File: config.mk
export PLATFORM = sky130hd
export DESIGN_NAME = bitstream_health_mon
export DESIGN_NICKNAME = d
export VERILOG_FILES = /design/src/rtl/hm_pkg.sv /design/src/rtl/hm_monobit.sv /design/src/rtl/hm_runlen.sv /design/src/rtl/hm_stuck.sv /design/src/rtl/bitstream_health_mon.sv
export SDC_FILE = /design/constraint.sdc
export NUM_CORES = 1
export LEC_CHECK = 0
export ABC_AREA = 1
export CORE_UTILIZATION = 55
export CTS_CLUSTER_DIAMETER = 40
export CTS_CLUSTER_SIZE = 8
export DETAILED_ROUTE_END_ITERATION = 16
export PLACE_DENSITY = 0.89
export SYNTH_ARGS = -nofsm -noshare
export SYNTH_HDL_FRONTEND = slang
export SYNTH_SLANG_ARGS = --single-unit
File: constraint.sdc
create_clock -name clk -period 4.5 [get_ports clk]
set_input_delay 0.9 -clock clk [delete_from_list [all_inputs] [get_ports clk]]
set_output_delay 0.9 -clock clk [all_outputs]
set_load 0.005 [all_outputs]
File: src/rtl/hm_pkg.sv
package hm_pkg;
  localparam int EVT_W     = 8;
  localparam int EVT_MONO  = 7;
  localparam int EVT_LRUN  = 5;
  localparam int EVT_NOISE = 3;
  localparam int EVT_STUCK = 2;
  localparam logic [EVT_W-1:0] EVT_USED =
    (8'd1 << EVT_MONO) | (8'd1 << EVT_LRUN) | (8'd1 << EVT_NOISE) | (8'd1 << EVT_STUCK);
  typedef logic [EVT_W-1:0] evt_t;
endpackage

File: src/rtl/hm_monobit.sv
module hm_monobit #(
  parameter int WIN = 20000,
  parameter int LO  = 9654,
  parameter int HI  = 10346
) (
  input  logic clk,
  input  logic rst_n,
  input  logic clr,
  input  logic take,
  input  logic bit_in,
  output logic fail
);
  localparam int CW = $clog2(WIN + 1);
  localparam logic [CW-1:0] LAST_IDX = CW'(WIN - 1);
  localparam logic [CW-1:0] LO_C     = CW'(LO);
  localparam logic [CW-1:0] HI_C     = CW'(HI);

  logic [CW-1:0] idx_q, ones_q, ones_n;
  logic          at_end;

  always_comb begin
    ones_n = ones_q + CW'(bit_in);
    at_end = (idx_q == LAST_IDX);
  end

  always_ff @(posedge clk) begin
    if (!rst_n || clr) begin
      idx_q  <= '0;
      ones_q <= '0;
      fail   <= 1'b0;
    end else begin
      fail <= 1'b0;
      if (take) begin
        if (at_end) begin
          fail   <= (ones_n <= LO_C) || (ones_n >= HI_C);
          idx_q  <= '0;
          ones_q <= '0;
        end else begin
          idx_q  <= idx_q + 1'b1;
          ones_q <= ones_n;
        end
      end
    end
  end
endmodule

File: src/rtl/hm_runlen.sv
module hm_runlen #(
  parameter int NTHR = 2,
  parameter int THR [NTHR] = '{34, 48},
  parameter int CAP  = 49
) (
  input  logic            clk,
  input  logic            rst_n,
  input  logic            clr,
  input  logic            take,
  input  logic            bit_in,
  output logic [NTHR-1:0] hit
);
  localparam int LW = $clog2(CAP + 1);
  localparam logic [LW-1:0] CAP_C = LW'(CAP);

  logic          prev_q, have_q;
  logic [LW-1:0] len_q, len_n;

  always_comb begin
    if (have_q && (bit_in == prev_q))
      len_n = (len_q == CAP_C) ? CAP_C : len_q + 1'b1;
    else
      len_n = LW'(1);
  end

  always_ff @(posedge clk) begin
    if (!rst_n || clr) begin
      prev_q <= 1'b0;
      have_q <= 1'b0;
      len_q  <= '0;
    end else if (take) begin
      prev_q <= bit_in;
      have_q <= 1'b1;
      len_q  <= len_n;
    end
  end

  for (genvar g = 0; g < NTHR; g++) begin : g_thr
    localparam logic [LW-1:0] T_C = LW'(THR[g]);
    always_ff @(posedge clk) begin
      if (!rst_n || clr) hit[g] <= 1'b0;
      else               hit[g] <= take && (len_n == T_C) && (len_q != T_C);
    end
  end
endmodule

File: src/rtl/hm_stuck.sv
module hm_stuck #(
  parameter int W = 32
) (
  input  logic         clk,
  input  logic         rst_n,
  input  logic         clr,
  input  logic         take,
  input  logic [W-1:0] word_in,
  output logic         hit
);
  logic [W-1:0] last_q;
  logic         seen_q;

  always_ff @(posedge clk) begin
    if (!rst_n || clr) begin
      last_q <= '0;
      seen_q <= 1'b0;
      hit    <= 1'b0;
    end else begin
      hit <= take && seen_q && (word_in == last_q);
      if (take) begin
        last_q <= word_in;
        seen_q <= 1'b1;
      end
    end
  end
endmodule

File: src/rtl/bitstream_health_mon.sv
module bitstream_health_mon
  import hm_pkg::*;
#(
  parameter int WORD_W    = 32,
  parameter int WIN       = 20000,
  parameter int ONES_LO   = 9654,
  parameter int ONES_HI   = 10346,
  parameter int LONG_RUN  = 34,
  parameter int NOISE_RUN = 48
) (
  input  logic              clk,
  input  logic              rst_n,
  input  logic              en,
  input  logic              bit_valid,
  output logic              bit_ready,
  input  logic              bit_data,
  input  logic              word_valid,
  output logic              word_ready,
  input  logic [WORD_W-1:0] word_data,
  output logic [EVT_W-1:0]  health_evt
);
  localparam int RUN_CAP = ((NOISE_RUN > LONG_RUN) ? NOISE_RUN : LONG_RUN) + 1;
  localparam int NTHR = 2;

  logic            take_bit, take_word, clr;
  logic            mono_fail, stuck_hit;
  logic [NTHR-1:0] run_hit;

  assign bit_ready  = en;
  assign word_ready = en;
  assign take_bit   = bit_valid && en;
  assign take_word  = word_valid && en;
  assign clr        = !en;

  hm_monobit #(.WIN(WIN), .LO(ONES_LO), .HI(ONES_HI)) u_mono (
    .clk(clk), .rst_n(rst_n), .clr(clr), .take(take_bit),
    .bit_in(bit_data), .fail(mono_fail)
  );

  hm_runlen #(.NTHR(NTHR), .THR('{LONG_RUN, NOISE_RUN}), .CAP(RUN_CAP)) u_run (
    .clk(clk), .rst_n(rst_n), .clr(clr), .take(take_bit),
    .bit_in(bit_data), .hit(run_hit)
  );

  hm_stuck #(.W(WORD_W)) u_stuck (
    .clk(clk), .rst_n(rst_n), .clr(clr), .take(take_word),
    .word_in(word_data), .hit(stuck_hit)
  );

  always_comb begin
    health_evt            = '0;
    health_evt[EVT_MONO]  = mono_fail;
    health_evt[EVT_LRUN]  = run_hit[0];
    health_evt[EVT_NOISE] = run_hit[1];
    health_evt[EVT_STUCK] = stuck_hit;
  end
endmodule

==> metrics.txt <==
Setup Crit Path Kind input port to flop; CP required around 4.8 ns; Final ANT Viol Nets 0; EDFF count, synth 0; io pins 48; Port-buffer cells 43; chip width 87.26 um; Detailed Route Iter0 Violations 276; #FFs+latches synth 75; vias in the first global route 3,687; Clock transition at path regs 0.08 ns; Vias/cell 5.557; fraction of registers with async set/reset 0%; final setup margin 1.475 ns; H-tree Lvls 3; max cap viols 0; CTS buffer count 9; post-CTS sizing 0; die height 87.26 um; commonest non-fill, non-tap cell in the layout nand2_1; Core Rows 30; Routed WL per cell roughly 13 um; # clock sinks 75; Tmin final between 3 and 4 ns; total vias in the final route slightly above 4,000; HPWL after DPL around 6.5 mm; CTS tree yes; Starting Density 57.88%; unrepaired setup endpoints after global routing no; maximum vdd drop 0.1744 mV; relative slew slack 39.16%; largest net degree at the start of global routing 39; Final nets ~670; outcome finished clean; Routed WL 9.359 mm; commonest cells after routing, fill and taps aside nand2_1 (123), dfxtp_1 (75), inv_1 (68), nor2_1 (67); critical path endpoint category flop; final-report setup violation count 0; Synth cell types 42; CTS hold repair buffers 0; setup TNS 0 ns; Area Growth Syn to Fin 17.31%; drt first pass iters 5; CTS Buffer Depth 2; Final Wtd Congestion 0.9069; Max Slew Vio Count 0; Cells after Synth slightly below 600; share of cells above drive strength 1 6.847%; sequential fraction of the synthesis area a little under two fifths; remaining global-route overflow 0; Leakage 1.858 nW; Tot GR Track Use 26.28%; Residual DRC 0; Cell Area, Synth between 3000 and 4000 um2; Synth warnings 0; Most used DFF post-synth dfxtp_1; Root Buffer clkbuf_8; die footprint 7613 um2; Critical Path Fanout Max 38; fin crit share between 60% and 70%; Hold Vio Cnt, Final 0; Core Area 6907 um2; post-place setup slack 1.187 ns; clock skew about 0.0070 ns; post-route cell area 4690 um2; Max Freq 330.5 MHz; HP Class flop to flop; Worst-Margin Slew slightly above 0.9 ns; FILL cells approximately 550; syn avg cell area 6.822 um2; post-CTS setup buffer count 0; power per cell area 300.7 nW/um2; Critical Path Source Type input port; Worst-Skew Late Latency 0.34 ns; Worst Path Arrival 3.30 ns; antenna violations before repair 0; Placed Area 4462 um2; antenna cells 0; first-pass GRT wire length 15.99 mm
## routing by layer
| metal | vias up | track usage, % | wire (um) |
|---|---|---|---|
| met5 | - | 0 | 0 |
| met4 | 0 | 10.28 | 173 |
| met3 | 26 | 4.929 | 647 |
| met2 | 180 | 42.61 | 4435 |
| met1 | 1821 | 34.60 | 4104 |
| li1 | 1996 | - | - |
## Yosys cell counts, types with 5 or more instances
library cell    n  area (um2)
nand2_1       123       461.7
dfxtp_1        75        1501
inv_1          68       255.2
nor2_1         67       251.5
a21oi_1        48       240.2
o21ai_0        48       240.2
nand3_1        41       205.2
clkbuf_1       11       41.29
nand4_1        10       62.56
buf_4           8       60.06
a221oi_1        7       61.31
ha_1            7       87.58
a211oi_1        6       45.04
nor3_1          6       30.03
o22ai_1         6       37.54
nor2_2          5       31.28
xor2_1          5       43.79
## kinds of logic after synthesis
| logic type | Yosys count | synth area share (%) |
|---|---|---|
| flip-flops | 75 | 37.56 |
| buffers and inverters | 94 | 9.671 |
| adder cells (fa/ha/maj) | 7 | 2.191 |
| AND/OR/NAND/NOR | 278 | 31.61 |
| XOR/XNOR | 8 | 1.753 |
| AO/OA/AOI/OAI | 123 | 17.12 |
| other | 1 | 0.09381 |
## registers in the layout (all words and copies together), names as in the netlist, 2 cells and up
name	flops
u_run.hit	2
u_run.len_q	6
u_stuck.last_q	32
u_mono.ones_q	15
u_mono.idx_q	15
## worst max-delay path, stage by stage
cell,delay [ns]
clkdlybuf4s50_1,0.63
nand2_1,0.09
buf_4,0.24
inv_1,0.70
nand2_1,0.27
inv_1,0.22
o21ai_0,0.12
a21oi_1,0.13
## per-stage QoR
| step | util [%] | hold WS (ns) | cells | power [mW] |
|---|---|---|---|---|
| 2_1_floorplan | - | 0.4326 | 589 | 0.7754 |
| 3_3_place_gp | 64.60 | 0.4489 | 708 | 0.8270 |
| 3_5_place_dp | 64.60 | 0.4502 | 708 | 0.8315 |
| 4_1_cts | 67.90 | 0.4593 | 724 | 1.412 |
| 5_1_grt | 67.90 | 0.5039 | 724 | 1.459 |
| 6_report | 67.90 | 0.4586 | 724 | 1.410 |
## final timing paths
kind / startpoint / end / slack, ns / cells past startpoint
worst max-delay path: en / u_mono.idx_q[10] / 1.47 / 8
worst max register to register: u_mono.ones_q[0] / u_mono.fail / 2.55 / 12
worst min register to register: u_run.have_q / u_run.have_q / 0.46 / 2
worst min-delay path: u_run.have_q / u_run.have_q / 0.46 / 2
## report_power, final
part	internal, mW	leakage, nW	total [mW]	switching (mW)
Clock	0.342	0.113	0.591	0.249
Sequential	0.680	0.610	0.691	0.0111
Combinational	0.0577	1.14	0.128	0.0705
Total	1.08	1.86	1.41	0.331
## layout make-up
type	count	area (um2)	share of cell area, %
inverters	71	266.5	5.683
multi-input cells	420	2121	45.22
clock buffers	12	155.1	3.308
clock inverters	4	72.57	1.547
flip-flops and latches	75	1501	32.02
well taps	96	120.1	2.561
repair buffers	46	452.9	9.658
Note: power is estimated with default switching activity, not from simulation.
